`config.mk`:
```
export PLATFORM = sky130hd
export DESIGN_NAME = vectored_irq_ctrl
export DESIGN_NICKNAME = d
export VERILOG_FILES = /design/src/rtl/vic_pkg.sv /design/src/rtl/vic_flag_bank.sv /design/src/rtl/vic_arbiter.sv /design/src/rtl/vic_seq.sv /design/src/rtl/vectored_irq_ctrl.sv
export SDC_FILE = /design/constraint.sdc
export NUM_CORES = 1
export LEC_CHECK = 0
export ABC_CLOCK_PERIOD_IN_PS = 3000
export BUFFER_PORTS_ARGS = -buffer_cell sky130_fd_sc_hd__buf_2
export CAP_MARGIN = 0
export CORE_MARGIN = 3
export CORE_UTILIZATION = 40
export CTS_CLUSTER_DIAMETER = 200
export DETAILED_ROUTE_END_ITERATION = 10
export PLACE_DENSITY = 0.65
export SLEW_MARGIN = 30
export SYNTH_ARGS = -nofsm -noshare
export SYNTH_HDL_FRONTEND = slang
export SYNTH_SLANG_ARGS = --single-unit
```
`constraint.sdc`:
```
create_clock -name clk -period 3 [get_ports clk]
set_input_delay 0.15 -clock clk [delete_from_list [all_inputs] [get_ports clk]]
set_output_delay 0.15 -clock clk [all_outputs]
set_load 0.05 [all_outputs]
```
`src/rtl/vic_pkg.sv`:
```
package vic_pkg;

    localparam int VIC_NUM_FLAGGED = 4;
    localparam int VIC_NUM_LEVEL   = 2;
    localparam int VIC_RESP_CYCLES = 4;

    typedef enum logic [1:0] {
        SEQ_IDLE    = 2'd0,
        SEQ_WAIT    = 2'd1,
        SEQ_PRESENT = 2'd2
    } seq_state_e;

    function automatic int unsigned cnt_bits(input int unsigned limit);
        return (limit < 2) ? 1 : $clog2(limit + 1);
    endfunction

endpackage

```
`src/rtl/vic_flag_bank.sv`:
```
module vic_flag_bank #(
    parameter int NF = 4,
    parameter int VW = 3
) (
    input  logic          clk,
    input  logic          rst,
    input  logic [NF-1:0] evt,
    input  logic          sw_clr_wr,
    input  logic [NF-1:0] sw_clr_mask,
    input  logic          hw_clr,
    input  logic [VW-1:0] hw_idx,
    output logic [NF-1:0] flags
);

    for (genvar i = 0; i < NF; i++) begin : g_flag
        logic drop;
        assign drop = (sw_clr_wr && sw_clr_mask[i]) ||
                      (hw_clr && (hw_idx == VW'(i)));
        always_ff @(posedge clk) begin
            if (rst) begin
                flags[i] <= 1'b0;
            end else if (evt[i]) begin
                flags[i] <= 1'b1;
            end else if (drop) begin
                flags[i] <= 1'b0;
            end
        end
    end

endmodule

```
`src/rtl/vic_arbiter.sv`:
```
module vic_arbiter #(
    parameter int NF = 4,
    parameter int NL = 2,
    parameter int NS = NF + NL,
    parameter int VW = 3
) (
    input  logic [NF-1:0] flags,
    input  logic [NL-1:0] lvl,
    input  logic [NS-1:0] en,
    output logic          any_req,
    output logic [VW-1:0] win_idx
);

    logic [NS-1:0] req;

    always_comb begin
        req     = {lvl, flags} & en;
        any_req = |req;
        win_idx = '0;
        for (int i = NS - 1; i >= 0; i--) begin
            if (req[i]) begin
                win_idx = VW'(i);
            end
        end
    end

endmodule

```
`src/rtl/vic_seq.sv`:
```
module vic_seq
    import vic_pkg::*;
#(
    parameter int RESP = 4,
    parameter int VW   = 3
) (
    input  logic          clk,
    input  logic          rst,
    input  logic          req_any,
    input  logic [VW-1:0] req_idx,
    input  logic          gie_set,
    input  logic          cli,
    input  logic          reti,
    input  logic          retire,
    input  logic          ack,
    output logic          irq,
    output logic [VW-1:0] vec,
    output logic          gie,
    output logic          busy,
    output logic          release_p
);

    localparam int CW = cnt_bits(RESP);

    seq_state_e    state_q;
    logic [CW-1:0] cnt_q;
    logic          hold_q;
    logic          take;

    // a take needs an idle sequencer, global enable, no pending return rule
    // and no disable or return executing in this very cycle
    assign take      = (state_q == SEQ_IDLE) && gie && !hold_q &&
                       !cli && !reti && req_any;
    assign irq       = (state_q == SEQ_PRESENT);
    assign busy      = (state_q != SEQ_IDLE);
    assign release_p = irq && ack;

    always_ff @(posedge clk) begin
        if (rst) begin
            gie <= 1'b0;
        end else if (cli || take) begin
            gie <= 1'b0;
        end else if (gie_set || reti) begin
            gie <= 1'b1;
        end
    end

    always_ff @(posedge clk) begin
        if (rst) begin
            hold_q <= 1'b0;
        end else if (reti) begin
            hold_q <= 1'b1;
        end else if (retire) begin
            hold_q <= 1'b0;
        end
    end

    always_ff @(posedge clk) begin
        if (rst) begin
            state_q <= SEQ_IDLE;
            cnt_q   <= '0;
            vec     <= '0;
        end else begin
            unique case (state_q)
                SEQ_IDLE: begin
                    if (take) begin
                        vec <= req_idx;
                        if (RESP <= 1) begin
                            state_q <= SEQ_PRESENT;
                        end else begin
                            state_q <= SEQ_WAIT;
                            cnt_q   <= CW'(RESP - 1);
                        end
                    end
                end
                SEQ_WAIT: begin
                    if (cnt_q <= CW'(1)) begin
                        state_q <= SEQ_PRESENT;
                    end else begin
                        cnt_q <= cnt_q - CW'(1);
                    end
                end
                SEQ_PRESENT: begin
                    if (ack) begin
                        state_q <= SEQ_IDLE;
                    end
                end
                default: state_q <= SEQ_IDLE;
            endcase
        end
    end

endmodule

```
`src/rtl/vectored_irq_ctrl.sv`:
```
module vectored_irq_ctrl
    import vic_pkg::*;
#(
    parameter int NF          = VIC_NUM_FLAGGED,
    parameter int NL          = VIC_NUM_LEVEL,
    parameter int RESP_CYCLES = VIC_RESP_CYCLES,
    localparam int NS         = NF + NL,
    localparam int VW         = (NS < 2) ? 1 : $clog2(NS)
) (
    input  logic          clk,
    input  logic          rst,
    input  logic [NF-1:0] evt_i,
    input  logic [NL-1:0] lvl_i,
    input  logic          en_wr_i,
    input  logic [NS-1:0] en_data_i,
    input  logic          clr_wr_i,
    input  logic [NF-1:0] clr_data_i,
    input  logic          gie_set_i,
    input  logic          cli_i,
    input  logic          reti_i,
    input  logic          retire_i,
    input  logic          ack_i,
    output logic          irq_o,
    output logic [VW-1:0] vec_o,
    output logic          gie_o
);

    logic [NS-1:0] en_q;
    logic [NF-1:0] flags;
    logic          any_req;
    logic [VW-1:0] win_idx;
    logic          seq_busy;
    logic          release_p;

    always_ff @(posedge clk) begin
        if (rst) begin
            en_q <= '0;
        end else if (en_wr_i) begin
            en_q <= en_data_i;
        end
    end

    vic_flag_bank #(.NF(NF), .VW(VW)) u_flags (
        .clk         (clk),
        .rst         (rst),
        .evt         (evt_i),
        .sw_clr_wr   (clr_wr_i),
        .sw_clr_mask (clr_data_i),
        .hw_clr      (release_p),
        .hw_idx      (vec_o),
        .flags       (flags)
    );

    vic_arbiter #(.NF(NF), .NL(NL), .NS(NS), .VW(VW)) u_arb (
        .flags   (flags),
        .lvl     (lvl_i),
        .en      (en_q),
        .any_req (any_req),
        .win_idx (win_idx)
    );

    vic_seq #(.RESP(RESP_CYCLES), .VW(VW)) u_seq (
        .clk       (clk),
        .rst       (rst),
        .req_any   (any_req),
        .req_idx   (win_idx),
        .gie_set   (gie_set_i),
        .cli       (cli_i),
        .reti      (reti_i),
        .retire    (retire_i),
        .ack       (ack_i),
        .irq       (irq_o),
        .vec       (vec_o),
        .gie       (gie_o),
        .busy      (seq_busy),
        .release_p (release_p)
    );

endmodule

```
# Yosys cells after proc, flatten, opt, wreduce, memory -nomap -nowiden
# Cells that the tools add are included.
totals:
  out_inout_bits: 5
  input_bits: 25
  register_bits: 20
  word_cells: 81
op_classes:
  n_lt_le_gt_ge: 1
  n_reduce_logical: 36
  mux: 23
  add_sub_neg: 1
  bitwise_logic: 1
  n_eq_ne: 9
ops:
  columns: ["cell", "count"]
  rows:
  - ["$mux W3", 8]
  - ["$logic_and A1 B1 Y1", 14]
  - ["$reduce_bool A2 Y1", 6]
  - ["$mux W1", 10]
  - ["$and A6 B6 Y6", 1]
  - ["$eq A3 B2 Y1 const B", 2]
  - ["$logic_or A1 B1 Y1", 6]
  - ["$mux W2", 3]
  - ["$pmux W2 S3", 1]
  - ["$pmux W3 S2", 1]
  - ["$reduce_and A3 Y1", 2]
  - ["$reduce_or A6 Y1", 1]
  - ["$ne A2 B1 Y1 const B", 2]
  - ["$ne A2 B2 Y1 const B", 2]
  - ["$eq A3 B1 Y1 const B", 1]
  - ["$le A3 B1 Y1 const B", 1]
  - ["$logic_not A1 Y1", 3]
  - ["$logic_not A3 Y1", 1]
  - ["$sub A3 B1 Y3 const B", 1]
  - ["$eq A2 B1 Y1 const B", 1]
  - ["$eq A2 B2 Y1 const B", 1]
  - ["$logic_not A2 Y1", 1]
  - ["$reduce_and A2 Y1", 1]
  - ["$reduce_or A2 Y1", 1]

# Longest topological paths before layout
# Gate-level depths: netlist of the first run.
depth:
  ltp_word: 8
  ltp_mapped: 6
  ltp_nobuf: 6

# Cells and area by module
# Synthesis of the first run repeated with hierarchy kept, for this count alone.
unflattened:
  cells_unflattened: 111
  area_unflattened_um2: 1004.7
by_module_without_submodules:
  columns: ["mod", "n_inst", "area_per_inst_um2", "cells_each"]
  rows:
  - ["vic_seq", 1, 510.5, 58]
  - ["vectored_irq_ctrl", 1, 214.0, 19]
  - ["vic_flag_bank", 1, 205.2, 21]
  - ["vic_arbiter", 1, 75.1, 13]

# Worst setup path before layout of the first run
# Ideal clock, no wire load.
synth_timing:
  path_type: "reg-to-reg"
  start: "reg u_seq.state_q[1]"
  end: "reg u_seq.state_q[1]"
  setup_slack_ns: 1.454
  setup_ns: 0.078
  stages_incl_launch_ff: 5
  path_buffers: 0
  arrival_ns: 1.468
  t_required_ns: 2.922
  cell_sequence: "dfxtp_1 > nor2b_1 > nor2b_1 > nor2_1 > nor3_1"
synth_between:
  elab_cells_between_ends: 13
  cone_classes: "5 x eq/ne; 1 x mux; 7 x reduce/logical"
synth_rtl:
  columns: ["element", "line", "source"]
  rows:
  - ["from (decl)", "vic_seq.sv:25", "seq_state_e state_q;"]
  - ["from (signal assigned)", "vic_seq.sv:60", "state_q <= SEQ_IDLE;"]
  - ["from (signal assigned)", "vic_seq.sv:69", "state_q <= SEQ_PRESENT;"]
  - ["from (signal assigned)", "vic_seq.sv:71", "state_q <= SEQ_WAIT;"]
  - ["$eq A2 B2 Y1 (*)", null, null]
  - ["via irq_o", "vectored_irq_ctrl.sv:23", "output logic irq_o,"]
  - ["$ne A2 B2 Y1 (no line)", null, null]
  - ["$reduce_and A3 Y1 (no line)", null, null]
# Mark *: on every way through the listed nets, which the timed path passes. The rest lies on a longest branch.
# A chain may end at the register's enable or synchronous reset.

# Worst setup path in the final report of the first run
layout_timing:
  start: "reg u_seq.cnt_q[1]"
  end: "reg u_seq.cnt_q[1]"
layout_between:
  elab_chain_len: 3
  elab_cells_between_ends: 6
  cone_classes: "1 x add/sub; 1 x order compare; 1 x eq/ne; 2 x mux; 1 x reduce/logical"
layout_lines:
  columns: ["element", "line", "source"]
  rows:
  - ["from (decl)", "vic_seq.sv:26", "logic [CW-1:0] cnt_q;"]
  - ["from (signal assigned)", "vic_seq.sv:72", "cnt_q <= CW'(RESP - 1);"]
  - ["from (signal assigned)", "vic_seq.sv:80", "cnt_q <= cnt_q - CW'(1);"]
  - ["$sub A3 B1 Y3 or $le A3 B1 Y1 (tied branches)", "vic_seq.sv:80, vic_seq.sv:77", null]
  - ["$mux W3 or $ne A2 B2 Y1 (tied branches)", null, null]
  - ["$pmux W3 S2 or $reduce_and A3 Y1 (tied branches)", null, null]
# Parallel ways exist; a longest one is shown, timed or not. The select of a mux whose other input is x is not followed.

==> flow_metrics.tcl, run 1 <==
set metrics [dict create \
    outcome "finished clean" \
    final_hold_viol_count 0 \
    yosys_warnings 0 \
    ys_async_sr_fraction 0 \
    start_util 0.450 \
    h-tree-depth 1 \
    route.detailed.drc 0 \
    insertion_delay_ns 0.30 \
    ir_drop_mv 0.292 \
    slowest_stage "dfxtp_1" \
    power_frac_comb 0.116 \
    grt_usage 0.151 \
    path_class "flop to flop" \
    port_buffers 29 \
    synth_top_area_frac 0.428 \
    die_area_sq_um 2960 \
    setup_tns_ns 0 \
    synth.area.top_cells "dfxtp_1 43%, mux2i_1 7.5%, nor2_1 6.0%, a21oi_1 3.2%, nand2_1 3.2%" \
    cts_buffer_depth 2 \
    fillers 202 \
    critPathRequiredTime_ns 3.22 \
    max_freq_mhz 670 \
    intPower_uw 379 \
    vias 881 \
    seq_area_sq_um 400 \
    hold_path_class "input pin to flop" \
    syn-num-nets 130 \
    cp_max_fo 5 \
    wl_per_cell_um 12.7 \
    place_congestion 0.717 \
    worst_pin_slew_ns 0.400 \
    cts_setup_buffers 0 \
    area_delta_synth_final_pct 21.8 \
    yosysSeqAreaShare 0.428 \
    tritoncts "yes" \
    cts_root_buf "clkbuf_4" \
    grt_pass1_wl_mm 3.17 \
    cp_slowest_stage_delay_ns 0.39 \
    rsz0062_at_grt "false" \
    grt_max_degree 23 \
    synth_ff_type "dfxtp_1" \
    dp_hpwl_mm 1.58 \
    io_pins 30 \
    die_x_um 54.4 \
    maxCapViolations 0 \
    p_seq_frac 0.574 \
    synth-seq-cells 20 \
    clkPwrFrac 0.310 \
    p_leak_uw 0.000512 \
    cts_buffers 3 \
    slew_violations 0 \
    multi_input_area_sq_um 513 \
    rows 16 \
    avgViaCountPerCell 5.51 \
    drive_above_1_share 0.278 \
    yosys-top-cells-count "20 x dfxtp_1, 15 x nor2_1, 8 x nand2_1" \
    final_area_sq_um 1140 \
    nNetsFinal 161 \
    wl_mm 2.04 \
    grt-ovfl-total 0 \
    grt_pass1_vias 711 \
    synthDistinctLibCells 36 \
    drtIter0Drc 17 \
    synth_area_leader_cell "dfxtp_1" \
    switchingPower_uw 122 \
    clock-sinks 20 \
    diodes 0 \
    placed_area_sq_um 1100 \
    antenna_found_initial 0 \
    cp-end-kind "flop" \
    cp.arrival_ns 1.71 \
    synth_edf_count 0 \
    critPathLaunchType "flop" \
    postCtsHoldBufs 0 \
    max_slew_margin 0.734 \
    postRouteAntennaNets 0 \
    finalSetupViolations 0 \
    fin_skew_ns 0.0130 \
    sw_frac_of_total 0.244 \
    die_h_um 54.4 \
    timing.final.crit_share 0.498 \
    yosysMostFrequentCell "dfxtp_1" \
    cts_resized 0 \
    power_density_nw_per_um2 440 \
    min_period_ns 1.49 \
    cts.clk_slew.worst_paths_ns 0.12 \
    fp.coreArea_sq_um 2080 \
    avgSynthCellArea_sq_um 9.09 \
    critical_path.cell_chain "inv_1 > ha_1 > o21ba_2 > o21a_1 > a211oi_1 > a311oi_1" \
    first_pass_iters 6 \
    syn-instance-count 103 \
    syn-cell-area_sq_um 936 \
]
-- placed cells by master, fill, tap and decap left out, types with 2 or more instances in the layout --
cell type  Yosys  routed
clkbuf_4       0       3
nand2_1        8       8
a22o_1         2       2
dfxtp_1       20      20
ha_1           2       2
nand3b_1       4       4
nor2_1        15      15
buf_2          0      29
a31oi_1        4       4
a211oi_1       2       2
nor2b_1        2       2
nand3_1        2       2
inv_1          3       3
nor3_1         3       3
a21oi_1        6       6
mux2i_1        7       7
-- power by group through the flow --
| stage | clock network (uW) | logic, uW | registers (uW) |
|---|---|---|---|
| 2_1_floorplan | 0 | 33.0 | 295 |
| 5_1_grt | 176 | 65.5 | 290 |
| 4_1_cts | 162 | 59.0 | 288 |
| 3_5_place_dp | 0 | 58.9 | 294 |
| 3_3_place_gp | 0 | 57.6 | 294 |
| 6_report | 155 | 58.3 | 288 |
-- final timing paths --
| path | cells past startpoint | end | from | slack [ns] |
|---|---|---|---|---|
| hold reg to reg | 2 | u_seq.hold_q$_SDFFE_PP0P_ | u_seq.hold_q$_SDFFE_PP0P_ | 0.50 |
| setup / recovery | 6 | u_seq.cnt_q[1]$_SDFFE_PP0P_ | u_seq.cnt_q[1]$_SDFFE_PP0P_ | 1.51 |
| setup reg to reg | 6 | u_seq.cnt_q[1]$_SDFFE_PP0P_ | u_seq.cnt_q[1]$_SDFFE_PP0P_ | 1.51 |
| hold / removal | 2 | u_seq.gie$_SDFFE_PP0P_ | cli_i | 0.008 |
-- registers in the layout (all words and copies together), names as in the netlist --
| name | cells |
|---|---|
| en_q | 6 |
| u_flags.flags | 4 |
| u_seq.cnt_q | 3 |
| u_seq.gie | 1 |
| u_seq.hold_q | 1 |
| u_seq.state_q | 2 |
| u_seq.vec | 3 |
-- kinds of logic after synthesis --
| logic type | synth area share |
|---|---|
| flops | 0.428 |
| compound gates | 0.205 |
| fa+ha+maj | 0.0267 |
| simple gates | 0.242 |
| buf+inv | 0.0241 |
| mux | 0.0749 |
-- per-stage QoR --
step | hold slack, ns | instances | power [uW] | util | setup WS [ns]
2_1_floorplan | 0.229 | 103 | 328 | - | 1.45
3_3_place_gp | 0.334 | 156 | 351 | 0.530 | 1.66
3_5_place_dp | 0.343 | 156 | 353 | 0.530 | 1.52
4_1_cts | 0.00146 | 160 | 509 | 0.547 | 1.48
5_1_grt | 0.000880 | 160 | 531 | 0.547 | 1.35
6_report | 0.00774 | 160 | 502 | 0.547 | 1.51
-- final cells by class --
| type | instances | share of cell area |
|---|---|---|
| timing repair buffer | 29 | 0.127 |
| sequential | 20 | 0.351 |
| tap | 27 | 0.0296 |
| multi-input combinational | 77 | 0.450 |
| inverter | 3 | 0.00988 |
| clock buffer | 4 | 0.0318 |
-- layer usage --
metal	up-vias	wire, um	global-route usage	share of wire
li1	441	-	-	-
met1	412	934	0.181	0.46
met2	26	961	0.247	0.47
met3	2	123	0.0572	0.060
met4	0	18	0.0498	0.0088
met5	-	0	0	0
-- critical path: cells and delay by family (launching register included) --
kind | cells | cell delay (ns)
AOI/OAI and AO/OA | 4 | 0.77
buffers and inverters | 1 | 0.08
adders and majority gates | 1 | 0.17
DFF | 1 | 0.39
Note: power is estimated with default switching activity, not from simulation.
==> inputs of run 2 (changes only) <==
--- a/config.mk
+++ b/config.mk
@@ -5,7 +5,7 @@
 export SDC_FILE = /design/constraint.sdc
 export NUM_CORES = 1
 export LEC_CHECK = 0
-export ABC_CLOCK_PERIOD_IN_PS = 3000
+export ABC_CLOCK_PERIOD_IN_PS = 1500
 export BUFFER_PORTS_ARGS = -buffer_cell sky130_fd_sc_hd__buf_2
 export CAP_MARGIN = 0
 export CORE_MARGIN = 3
==> constraint.sdc (replaced) <==
create_clock -name clk -period 1.5 [get_ports clk]
set_input_delay 0.075 -clock clk [delete_from_list [all_inputs] [get_ports clk]]
set_output_delay 0.075 -clock clk [all_outputs]
set_load 0.05 [all_outputs]
==> run 2 against run 1 <==
Against the previous run:
- first-iteration DRC count fell by 12%
- setup slack worse by 1.4 ns
- die area stayed put
- worst hold slack got worse by 0.0032 ns
- wire length rose by 9.7%
- global-route usage increased by 0.95 points
- fmax rose by 7.9%
- largest cell class unchanged
- critical path depth stayed put
- combinational power rose by 130%
- cell count increased by 3.1%
==> flow_metrics.tcl, run 2 (synthesis gave the netlist of run 1 again) <==
set metrics [dict create \
    reg2reg_from "u_seq.cnt_q[1]$_SDFFE_PP0P_" \
    switchingPower_uw 243 \
    grt_pass1_vias 799 \
    clock-sinks 20 \
    grt-ovfl-total 0 \
    drive_above_1_share 0.312 \
    p_seq_frac 0.602 \
    met1_length_mm 1.02 \
    cp-startpoint "u_seq.cnt_q[1]$_SDFFE_PP0P_" \
    worst_pin_slew_ns 0.409 \
    tritoncts "yes" \
    min_period_ns 1.38 \
    cts_buffers 3 \
    fin_util 0.578 \
    antenna_found_initial 0 \
    cts_root_buf "clkbuf_4" \
    whs_ns 0.00453 \
    final_common_cell "buf_2" \
    path_class "flop to flop" \
    h-tree-depth 1 \
    top_regs "en_q x6, u_flags.flags x4" \
    max_freq_mhz 723 \
    fp.coreArea_sq_um 2080 \
    p_leak_uw 0.000535 \
    power_frac_comb 0.138 \
    setup_tns_ns 0 \
    final_cell_mix "29 x buf_2, 17 x dfxtp_1, 15 x nor2_1" \
    critPathLaunchType "flop" \
    insertion_delay_ns 0.30 \
    postRouteAntennaNets 0 \
    wl_per_cell_um 13.6 \
    cp.arrival_ns 1.59 \
    rrSetupSlack_ns 0.12 \
    largest_reg_flops 6 \
    slew_violations 0 \
    ir_drop_mv 0.613 \
    sw_frac_of_total 0.254 \
    wl_mm 2.24 \
    die_h_um 54.4 \
    dp_hpwl_mm 1.61 \
    place_congestion 0.670 \
    avgViaCountPerCell 5.35 \
    grt_pass1_wl_mm 3.39 \
    cts.clk_slew.worst_paths_ns 0.10 \
    drtIter0Drc 15 \
    outcome "finished clean" \
    cp_max_fo 5 \
    clkPwrFrac 0.260 \
    vias 882 \
    cp-end-kind "flop" \
    critPathRequiredTime_ns 1.71 \
    grt_max_degree 23 \
    hp-start "en_data_i[1]" \
    nNetsFinal 167 \
    port_buffers 29 \
    max_slew_margin 0.727 \
    die_x_um 54.4 \
    io_pins 30 \
    maxCapViolations 0 \
    route.detailed.drc 0 \
    rsz0062_at_grt "false" \
    grt_usage 0.161 \
    final_hold_viol_count 0 \
    timing.final.crit_share 0.923 \
    first_pass_iters 4 \
    regMostFlops "en_q" \
    area_delta_synth_final_pct 28.6 \
    met3_length_um 121 \
    fin_skew_ns 0.00247 \
    start_util 0.450 \
    die_area_sq_um 2960 \
    rows 16 \
    cts_buffer_depth 2 \
    finalSetupViolations 0 \
    hold_path_class "input pin to flop" \
    intPower_uw 714 \
    route.top_layer_used "met3" \
    dr_wl_met2_mm 1.09 \
    diodes 0 \
    power_density_nw_per_um2 795 \
]
## run 2: worst paths after layout
check                                 to  cells past startpoint
max          u_seq.cnt_q[1]$_SDFFE_PP0P_                      6
min                 en_q[1]$_SDFFE_PP0P_                      3
max reg2reg  u_seq.cnt_q[1]$_SDFFE_PP0P_                      6
min reg2reg    u_seq.hold_q$_SDFFE_PP0P_                      2
## run 2: cell type report
| type | instances | area, sq um |
|---|---|---|
| inverter | 3 | 11.3 |
| fill | 192 | 878 |
| clock buffer | 3 | 22.5 |
| tap | 27 | 33.8 |
| multi-input combinational | 77 | 529 |
| timing repair buffer | 35 | 203 |
| sequential | 20 | 404 |
## run 2: per-stage QoR
step | power (uW) | worst slack [ns] | instance area [sq um] | std cells
after floorplan | 655 | 0.101 | 940 | 103
after global placement | 703 | 0.155 | 1110 | 156
after detailed placement | 706 | 0.0630 | 1110 | 156
after CTS | 965 | 0.0307 | 1180 | 164
after global routing | 1010 | 0.0401 | 1200 | 165
final | 957 | 0.116 | 1200 | 165
## run 2: critical path, cell delays in order (launching register included)
cell and delay (ns):
dfxtp_2 0.34, inv_1 0.07, ha_1 0.14, o21ba_2 0.17, o21a_4 0.21, a21o_1 0.17
a311oi_2 0.20
## run 2: layer usage
layer,vias up,global-route usage
met1,408,0.193
met5,-,0
met4,0,0.0249
met3,0,0.0572
met2,20,0.277
li1,454,-
## run 2: repair_timing
item | 4_1_cts | 5_1_grt
setup buffers | 0 | 1
hold buffers | 5 | 0
endpoints found under the hold margin | 5 | 0
gates resized for setup | 0 | 5
endpoints found under the setup margin | 0 | 2
## run 2: power groups by stage
stage / logic [uW] / clock network, uW / registers (uW)
2_1_floorplan: 66.1 / 0 / 589
3_3_place_gp: 116 / 0 / 587
3_5_place_dp: 118 / 0 / 588
4_1_cts: 129 / 260 / 576
5_1_grt: 146 / 289 / 580
6_report: 132 / 249 / 576
